[src/rtl/prio_irq_pkg.sv]
package prio_irq_pkg;
  localparam int LVL_W = 3;
  typedef logic [LVL_W-1:0] lvl_t;

  typedef struct packed {
    logic pend;
    logic mask;
    lvl_t lvl;
  } src_cfg_t;

  localparam lvl_t LVL_LOWEST = '1;
endpackage

[src/rtl/prio_irq_src.sv]
module prio_irq_src
  import prio_irq_pkg::*;
(
  input  logic     clk,
  input  logic     rst_n,
  input  logic     req,
  input  logic     src_en,
  input  logic     wr_en,
  input  logic     wr_set,
  input  logic     wr_clr,
  input  logic     wr_mask,
  input  lvl_t     wr_lvl,
  input  logic     ack_clr,
  output src_cfg_t cfg
);
  logic     req_q;
  logic     rise;
  logic     upd;
  src_cfg_t cfg_q, cfg_d;

  assign rise = src_en & req & ~req_q;

  always_comb begin
    cfg_d = cfg_q;
    if (wr_en) begin
      cfg_d.mask = wr_mask;
      cfg_d.lvl  = wr_lvl;
      if (wr_set) cfg_d.pend = 1'b1;
      if (wr_clr) cfg_d.pend = 1'b0;
    end
    if (ack_clr) cfg_d.pend = 1'b0;
    if (rise)    cfg_d.pend = 1'b1;
    if (!src_en) cfg_d.pend = 1'b0;
  end

  assign upd = wr_en | ack_clr | rise | (~src_en & cfg_q.pend);

  always_ff @(posedge clk or negedge rst_n) begin
    if (!rst_n) begin
      req_q <= 1'b0;
      cfg_q <= '{pend: 1'b0, mask: 1'b1, lvl: LVL_LOWEST};
    end else begin
      req_q <= req;
      if (upd) cfg_q <= cfg_d;
    end
  end

  assign cfg = cfg_q;

  p_ack_clears_r7: assert property (@(posedge clk) disable iff (!rst_n)
    ack_clr && !rise |=> !cfg.pend);

  p_pend_kept_r5: assert property (@(posedge clk) disable iff (!rst_n)
    cfg.pend && src_en && !ack_clr && !(wr_en && wr_clr) |=> cfg.pend);

  p_wdt_ignored_r10: assert property (@(posedge clk) disable iff (!rst_n)
    !src_en |=> !cfg.pend);
endmodule

[src/rtl/prio_irq_arb.sv]
module prio_irq_arb
  import prio_irq_pkg::*;
#(
  parameter int N_SRC = 40,
  localparam int IDX_W = $clog2(N_SRC)
) (
  input  src_cfg_t [N_SRC-1:0] cfg,
  output logic                 found,
  output logic [IDX_W-1:0]     win_idx,
  output lvl_t                 win_lvl
);
  always_comb begin
    found   = 1'b0;
    win_idx = '0;
    win_lvl = LVL_LOWEST;
    for (int i = 0; i < N_SRC; i++) begin
      if (cfg[i].pend && !cfg[i].mask && (!found || cfg[i].lvl < win_lvl)) begin
        found   = 1'b1;
        win_idx = IDX_W'(i);
        win_lvl = cfg[i].lvl;
      end
    end
  end
endmodule

[src/rtl/prio_irq_stack.sv]
module prio_irq_stack
  import prio_irq_pkg::*;
#(
  parameter int DEPTH = 8,
  localparam int CNT_W = $clog2(DEPTH + 1),
  localparam int PTR_W = (DEPTH > 1) ? $clog2(DEPTH) : 1
) (
  input  logic clk,
  input  logic rst_n,
  input  logic push,
  input  lvl_t push_lvl,
  input  logic pop,
  output logic busy,
  output lvl_t top_lvl
);
  lvl_t [DEPTH-1:0] mem_q, mem_d;
  logic [CNT_W-1:0] cnt_q, cnt_d;
  logic [PTR_W-1:0] top_ptr, nxt_ptr, below_ptr;
  logic             do_pop;
  logic             upd;
  lvl_t             below_lvl;

  assign do_pop    = pop && (cnt_q != '0);
  assign top_ptr   = PTR_W'(cnt_q - 1'b1);
  assign nxt_ptr   = PTR_W'(cnt_q);
  assign below_ptr = PTR_W'(cnt_q - 2'd2);
  assign below_lvl = mem_q[below_ptr];

  always_comb begin
    mem_d = mem_q;
    cnt_d = cnt_q;
    if (push && do_pop) begin
      mem_d[top_ptr] = push_lvl;
    end else if (push) begin
      mem_d[nxt_ptr] = push_lvl;
      cnt_d          = cnt_q + 1'b1;
    end else if (do_pop) begin
      cnt_d = cnt_q - 1'b1;
    end
  end

  assign upd = push | do_pop;

  always_ff @(posedge clk or negedge rst_n) begin
    if (!rst_n) begin
      mem_q <= '0;
      cnt_q <= '0;
    end else if (upd) begin
      mem_q <= mem_d;
      cnt_q <= cnt_d;
    end
  end

  assign busy    = (cnt_q != '0);
  assign top_lvl = mem_q[top_ptr];

  p_no_overflow_r8: assert property (@(posedge clk) disable iff (!rst_n)
    push && !do_pop |-> cnt_q < CNT_W'(DEPTH));

  p_restore_r9: assert property (@(posedge clk) disable iff (!rst_n)
    do_pop && !push && cnt_q >= 2 |=> busy && top_lvl == $past(below_lvl));
endmodule

[src/rtl/prio_irq_ctrl.sv]
module prio_irq_ctrl
  import prio_irq_pkg::*;
#(
  parameter int N_SRC   = 40,
  parameter int ADDR_W  = 6,
  parameter int VEC_W   = 6,
  parameter int WDT_IDX = N_SRC - 1,
  localparam int IDX_W  = $clog2(N_SRC),
  localparam int DEPTH  = 1 << LVL_W
) (
  input  logic              clk,
  input  logic              rst_n,
  input  logic [N_SRC-1:0]  irq_req,
  input  logic              wdt_maskable,
  input  logic              reg_wr,
  input  logic [ADDR_W-1:0] reg_addr,
  input  logic [7:0]        reg_wdata,
  output logic [7:0]        reg_rdata,
  input  logic              cpu_id,
  input  logic              cpu_np,
  output logic              irq_out,
  output logic [VEC_W-1:0]  irq_vec,
  input  logic              irq_ack,
  input  logic              svc_done
);
  logic [1:0]           rst_sync_q;
  logic                 rst_sync_n;
  src_cfg_t [N_SRC-1:0] cfg_arr;
  logic                 found;
  logic [IDX_W-1:0]     win_idx;
  lvl_t                 win_lvl;
  logic                 stk_busy;
  lvl_t                 stk_top;
  logic                 allow;
  logic                 grant;

  always_ff @(posedge clk or negedge rst_n) begin
    if (!rst_n) rst_sync_q <= 2'b00;
    else        rst_sync_q <= {rst_sync_q[0], 1'b1};
  end
  assign rst_sync_n = rst_sync_q[1];

  for (genvar g = 0; g < N_SRC; g++) begin : g_src
    logic en_g;
    if (g == WDT_IDX) begin : g_wdt
      assign en_g = wdt_maskable;
    end else begin : g_std
      assign en_g = 1'b1;
    end
    prio_irq_src u_src (
      .clk     (clk),
      .rst_n   (rst_sync_n),
      .req     (irq_req[g]),
      .src_en  (en_g),
      .wr_en   (reg_wr && (reg_addr == ADDR_W'(g))),
      .wr_set  (reg_wdata[7]),
      .wr_clr  (reg_wdata[5]),
      .wr_mask (reg_wdata[6]),
      .wr_lvl  (reg_wdata[LVL_W-1:0]),
      .ack_clr (grant && (win_idx == IDX_W'(g))),
      .cfg     (cfg_arr[g])
    );
  end

  prio_irq_arb #(.N_SRC(N_SRC)) u_arb (
    .cfg     (cfg_arr),
    .found   (found),
    .win_idx (win_idx),
    .win_lvl (win_lvl)
  );

  prio_irq_stack #(.DEPTH(DEPTH)) u_stk (
    .clk      (clk),
    .rst_n    (rst_sync_n),
    .push     (grant),
    .push_lvl (win_lvl),
    .pop      (svc_done),
    .busy     (stk_busy),
    .top_lvl  (stk_top)
  );

  assign allow   = !stk_busy || (win_lvl < stk_top);
  assign irq_out = found && allow && !cpu_id && !cpu_np;
  assign grant   = irq_out && irq_ack;
  assign irq_vec = VEC_W'(win_idx);

  always_comb begin
    reg_rdata = '0;
    for (int i = 0; i < N_SRC; i++) begin
      if (reg_addr == ADDR_W'(i))
        reg_rdata = {cfg_arr[i].pend, cfg_arr[i].mask, 3'b000, cfg_arr[i].lvl};
    end
  end

  p_vec_eligible_r5: assert property (@(posedge clk) disable iff (!rst_sync_n)
    irq_out |-> cfg_arr[win_idx].pend && !cfg_arr[win_idx].mask);

  p_push_level_r8: assert property (@(posedge clk) disable iff (!rst_sync_n)
    grant |=> stk_busy && stk_top == $past(win_lvl));

  initial begin
    assert (VEC_W >= IDX_W && (1 << ADDR_W) >= N_SRC)
      else $error("vector or address width too small");
  end
endmodule

[config.mk]
export PLATFORM = sky130hd
export DESIGN_NAME = prio_irq_ctrl
export DESIGN_NICKNAME = d
export VERILOG_FILES = /design/src/rtl/prio_irq_pkg.sv /design/src/rtl/prio_irq_src.sv /design/src/rtl/prio_irq_arb.sv /design/src/rtl/prio_irq_stack.sv /design/src/rtl/prio_irq_ctrl.sv
export SDC_FILE = /design/constraint.sdc
export NUM_CORES = 1
export LEC_CHECK = 0
export ABC_AREA = 1
export BUFFER_PORTS_ARGS = -buffer_cell sky130_fd_sc_hd__buf_2
export CAP_MARGIN = 20
export CORE_ASPECT_RATIO = 1.25
export CORE_MARGIN = 2
export CORE_UTILIZATION = 25
export CTS_CLUSTER_SIZE = 30
export DETAILED_ROUTE_END_ITERATION = 10
export PLACE_DENSITY = 0.39
export SKIP_CTS_REPAIR_TIMING = 1
export SYNTH_ARGS = -nofsm -noshare
export SYNTH_HDL_FRONTEND = slang
export SYNTH_SLANG_ARGS = --single-unit
[constraint.sdc]
create_clock -name clk -period 44.9 [get_ports clk]
set_clock_uncertainty 0.2 [all_clocks]
set_input_delay 6.735 -clock clk [delete_from_list [all_inputs] [get_ports clk]]
set_output_delay 6.735 -clock clk [all_outputs]
set_load 0.01 [all_outputs]
Word-level counts from Yosys, hierarchy flattened
Index checks and enable logic that the tools add are counted.
{ "classes": {"add_sub_neg": 2, "n_bitwise": 166, "n_reduce_logical": 454, "order_cmp": 44, "n_eq_ne": 80, "mux": 294} }
{ "op_table": {"columns": ["operator", "count"], "rows": [
  ["$mux W8", 40],
  ["$mux W5", 56],
  ["$eq A6 B5 Y1 const B", 32],
  ["$logic_and A1 B1 Y1", 167],
  ["$reduce_bool A4 Y1", 40],
  ["$mux W3", 47],
  ["$mux W1", 124],
  ["$reduce_and A3 Y1", 41],
  ["$lt A3 B3 Y1", 40],
  ["$reduce_bool A3 Y1", 39],
  ["$eq A6 B4 Y1 const B", 16],
  ["$eq A6 B6 Y1 const B", 16],
  ["$logic_not A1 Y1", 82],
  ["$or A1 B1 Y1", 82],
  ["$reduce_and A2 Y1", 41],
  ["$bwmux W24", 2],
  ["$eq A6 B3 Y1 const B", 8],
  ["$mux W24", 2],
  ["$mux W6", 8],
  ["$and A1 B1 Y1", 42],
  ["$not A1 Y1", 42],
  ["$logic_or A1 B1 Y1", 40],
  ["$mux W4", 10],
  ["$eq A6 B2 Y1 const B", 4],
  ["other kinds (12)", 19]
]} }
{ "word_totals": {"word_cells": 1210, "register_bits": 270, "in_bits": 62} }

Logic depth before layout (Yosys ltp)
{ "logic_depth": {"depth_word": 170, "mapped_depth": 373} }

Cells and area by module
A second synthesis with hierarchy kept.
{ "unflattened": {"hier_cells": 2810, "area_unflattened_um2": 19635.1} }
{ "modules_own_cells": {"columns": ["mod", "cells_per_inst", "instances", "area_per_inst_um2"], "rows": [
  ["prio_irq_src", 19, 40, 240.2],
  ["prio_irq_arb", 1205, 1, 5626.6],
  ["prio_irq_ctrl", 598, 1, 2663.8],
  ["prio_irq_stack", 247, 1, 1735.4]
]} }

Worst setup path after synthesis
Ideal clock, no wire load.
{ "synth_path": {"path_kind": "flip-flop to output port", "startpoint": "register g_src[0].u_src.cfg_q (netlist bit g_src[0].u_src.cfg[3])", "endpoint": "output irq_out", "path_stages_with_launch": 324, "required_time_ps": 37965, "t_arrival_ps": 34484, "path_slack_ps": 3481, "path_cell_list": "dfstp_2 -> inv_2 -> nand2_1 -> nor2_1 -> ha_1 -> inv_1 -> a21oi_1 -> nand2_1 -> nand2_1 -> nand2_2 -> nand2_2 -> o21ai_0 -> ha_1 -> nand2_1 -> inv_2 -> nand2_1 -> nand2_1 -> nand2_2 -> [288 not listed] -> nand2_2 -> o21ai_1 -> inv_1 -> ha_1 -> nand2_1 -> inv_1 -> nand2_1 -> nand2_1 -> nand2_2 -> nand2_4 -> inv_2 -> o21a_1 -> inv_2 -> ha_1 -> a21oi_1 -> nand2_1 -> a21boi_1 -> buf_4"} }
{ "synth_via": {"elab_chain_cells": 164, "elab_cells_between_ends": 243} }
{ "synth_rtl": {"columns": ["element", "line_no", "text"], "rows": [
  ["start: declaration", "prio_irq_src.sv:19", "src_cfg_t cfg_q, cfg_d;"],
  ["start signal: assignment", "prio_irq_src.sv:41", "cfg_q <= '{pend: 1'b0, mask: 1'b1, lvl: LVL_LOWEST};"],
  ["start signal: assignment", "prio_irq_src.sv:44", "if (upd) cfg_q <= cfg_d;"],
  ["$logic_not A1 Y1 (*)", "prio_irq_arb.sv:17", "if (cfg[i].pend && !cfg[i].mask && (!found || cfg[i].lvl < win_lvl)) begin"],
  ["$logic_and A1 B1 Y1 (*)", "prio_irq_arb.sv:17", null],
  ["$mux W3 / $mux W1 (equally long branches)", "prio_irq_arb.sv:17", null],
  ["$lt A3 B3 Y1 / $logic_not A1 Y1 (equally long branches)", "prio_irq_arb.sv:17", null],
  ["$logic_or A1 B1 Y1", "prio_irq_arb.sv:17", null],
  ["$logic_and A1 B1 Y1", "prio_irq_arb.sv:17", null],
  ["$mux W3 / $mux W1 (equally long branches)", "prio_irq_arb.sv:17", null],
  ["$lt A3 B3 Y1 / $logic_not A1 Y1 (equally long branches)", "prio_irq_arb.sv:17", null],
  ["[146 not listed]", null, null],
  ["$mux W3 / $mux W1 (equally long branches)", "prio_irq_arb.sv:17", null],
  ["$lt A3 B3 Y1 / $logic_not A1 Y1 (equally long branches)", "prio_irq_arb.sv:17", null],
  ["$logic_or A1 B1 Y1", "prio_irq_arb.sv:17", null],
  ["$logic_and A1 B1 Y1", "prio_irq_arb.sv:17", null],
  ["$mux W3", "prio_irq_arb.sv:17", null],
  ["$lt A3 B3 Y1", "prio_irq_ctrl.sv:82", "assign allow = !stk_busy || (win_lvl < stk_top);"],
  ["$logic_or A1 B1 Y1", "prio_irq_ctrl.sv:82", null],
  ["$logic_and A1 B1 Y1 (*) (3 in series)", "prio_irq_ctrl.sv:83", "assign irq_out = found && allow && !cpu_id && !cpu_np;"],
  ["end: declaration", "prio_irq_ctrl.sv:21", "output logic irq_out,"]
]} }
Every way passes the cells marked *; elsewhere a longest branch is shown, timed or not.

Worst setup path after layout
Ends and elaborated chain as after synthesis.

==> flow_summary.toml <==
[run_status]
status = "finished clean"

[clocking]
clock_sinks = 270
clk_path_buf_depth = 3
clkSlewWorstSetupHoldPaths_ns = 0.06
insertion_delay_ns = 0.57
tritoncts = "built"
cts_inserted_buffers = 35
cts-htree-levels = 2
clockRootBuffer = "clkbuf_16"

[finish]
fin_util_pct = 31.1
drive_gt1_share_pct = 20.8
antenna_cells = 0
syn2layout_area_growth_pct = 23.6
final_cells = 4043
final_nets = 3164

[logic_synthesis]
avgSynthCellArea_um2 = 6.56
netlist_instances = 2792
ys_warn_count = 0
postSynth.asyncResetShare_pct = 100
synthesis.area_um2 = 18300
synth_seq_area_share_pct = 38.0
ys_seq_elements = 270
synth-edff-count = 0
yosys.cell_types.count = 49
synth_ff_type = "dfstp_2"

[routing]
route.detailed.drc = 0
drtPass1Iterations = 5
drt_iter0_drc = 1111
ant_nets = 0
drt_wl_total_mm = 71.3
wire_per_inst_um = 17.6
avgViaCountPerCell = 4.60
vias = 18600

[flow_run]
max-cap-violations = 0

[critical_path]
path_buf_inv = 43
path_max_fanout = 7
crit_path_start_kind = "flop"
crit_required_ns = 37.97
critPathCaptureType = "output pin"
worst_path_most_repeated_cell = "nand2_1"
crit_slowest_cell = "dfstp_2"
cpPeakStageDelay_ns = 0.52
crit_family = "simple AND/OR/NAND/NOR gates"
cp.arrival_ns = 34.06
path_class = "flop to output pin"

[global_routing]
grt_pass1_vias = 18500
grt.overflow.total = 0
grt_pass1_wl_mm = 110
antenna_found_initial = 0
grt_max_degree = 71
grtUsageTotal_pct = 19.0

[sta]
timing.final.ws_setup_ns = 3.90
drv_slew = 0
fin_crit_ns = 41.00
max_freq_mhz = 24.4
hold_viol_final = 0
relSlewSlack_pct = 32.9
worst-slew-pin-transition_ns = 1.01
setup_viol = 0
finalCritPeriodShare_pct = 91.3
fin_hold_ws_ns = 0.104

[floorplanning]
num_io_pins = 77
rows = 111
fp.dieW_um = 246
chipHeight_um = 307
core_area_um2 = 72900
die-area_um2 = 75500
start_util_pct = 25.1

[placed_design]
dp_slack_ns = -0.271
portBuffers = 71
place_inst = 3975
gp_congestion = 0.869
dp_hpwl_mm = 54.8

[min_path]
hold_class = "flop to asynchronous set/reset pin"
## registers in the layout (all words and copies together) (netlist names)
name and flops:
rst_sync_q 2, u_stk.cnt_q 4, u_stk.mem_q 24, g_src.u_src.cfg 200, g_src.u_src.req_q 40
## cell families (layout without fill, tap and decap cells)
group	count (synthesis)	count (layout)	synth area share (%)
simple gates	1505	1505	34.4
fa+ha+maj	45	45	3.07
xor+xnor	4	4	0.191
other cells	2	4	0.0410
flops	270	270	38.0
buf+inv	509	798	10.6
compound gates	457	457	13.8
## worst paths after layout
kind | from | endpoint | slack [ns] | cells after the start
worst min-delay path | rst_sync_q[1] | g_src[30].u_src.req_q | 0.10 | 0
worst max-delay path | g_src[0].u_src.cfg[3] | irq_out | 3.90 | 353
worst max register to register | g_src[0].u_src.cfg[3] | g_src[21].u_src.cfg[4] | 9.49 | 357
worst min register to register | rst_sync_q[1] | g_src[30].u_src.req_q | 0.10 | 0
min in group clk | rst_sync_q[0] | rst_sync_q[1] | 0.16 | 0
max in group asynchronous | rst_n | rst_sync_q[1] | 38.64 | 1
## placed cells by master, fill, tap and decap left out, types with 6 or more instances in the layout
cell	netlist	routed
nand2_2	82	84
a22oi_1	29	29
nor2_1	292	292
ha_1	45	45
nand4_1	28	28
dfrtp_1	110	109
a21oi_1	40	40
nor3_1	12	12
clkinv_1	39	40
inv_1	415	414
o22ai_1	22	22
buf_2	2	71
o21ai_1	67	67
inv_2	16	16
dfstp_2	160	160
nand3_1	233	232
nand2_4	3	10
o21ai_0	256	220
bufinv_16	0	6
o211ai_1	8	8
o21ai_2	0	33
clkbuf_16	0	37
buf_4	4	194
o2111ai_1	10	10
clkinv_2	0	6
nand2_1	840	831
## layout make-up
type / count / area [um2]
fill: 8073 / 50300
tap: 960 / 1200
timing repair buffer: 265 / 1810
clock buffer: 47 / 1010
clock inverter: 16 / 240
multi-input combinational: 2015 / 9670
sequential: 270 / 6960
inverter: 470 / 1760
## stage by stage
stage               TNS (ns)  area (um2)
finish                     0       22700
global route         -0.0655       22700
CTS                    -2.85       22400
detailed placement    -0.271       21100
global placement      -0.389       21100
floorplan                  0       18300
## layer usage
metal	up-vias	part of all wire (%)	GRT usage [%]
met5	-	0	0
met4	0	3.2	6.24
met3	103	3.0	2.14
met2	323	51	34.2
met1	8748	43	23.4
li1	9430	-	-
## Yosys cell counts, types with 22 or more instances
library cell	count	area share, %
o21ai_1	67	1.8
inv_1	415	8.5
nand2_1	840	17
o22ai_1	22	0.75
o21ai_0	256	7.0
nand3_1	233	6.4
dfrtp_1	110	15
a22oi_1	29	1.2
ha_1	45	3.1
nand2_2	82	2.8
a21oi_1	40	1.1
nand4_1	28	0.96
clkbuf_1	30	0.61
clkinv_1	39	0.80
dfstp_2	160	23
nor2_1	292	6.0
Power is left out: the tool's default activity adds up to more than one toggle a clock period on the data nets, which glitch-free logic cannot reach.
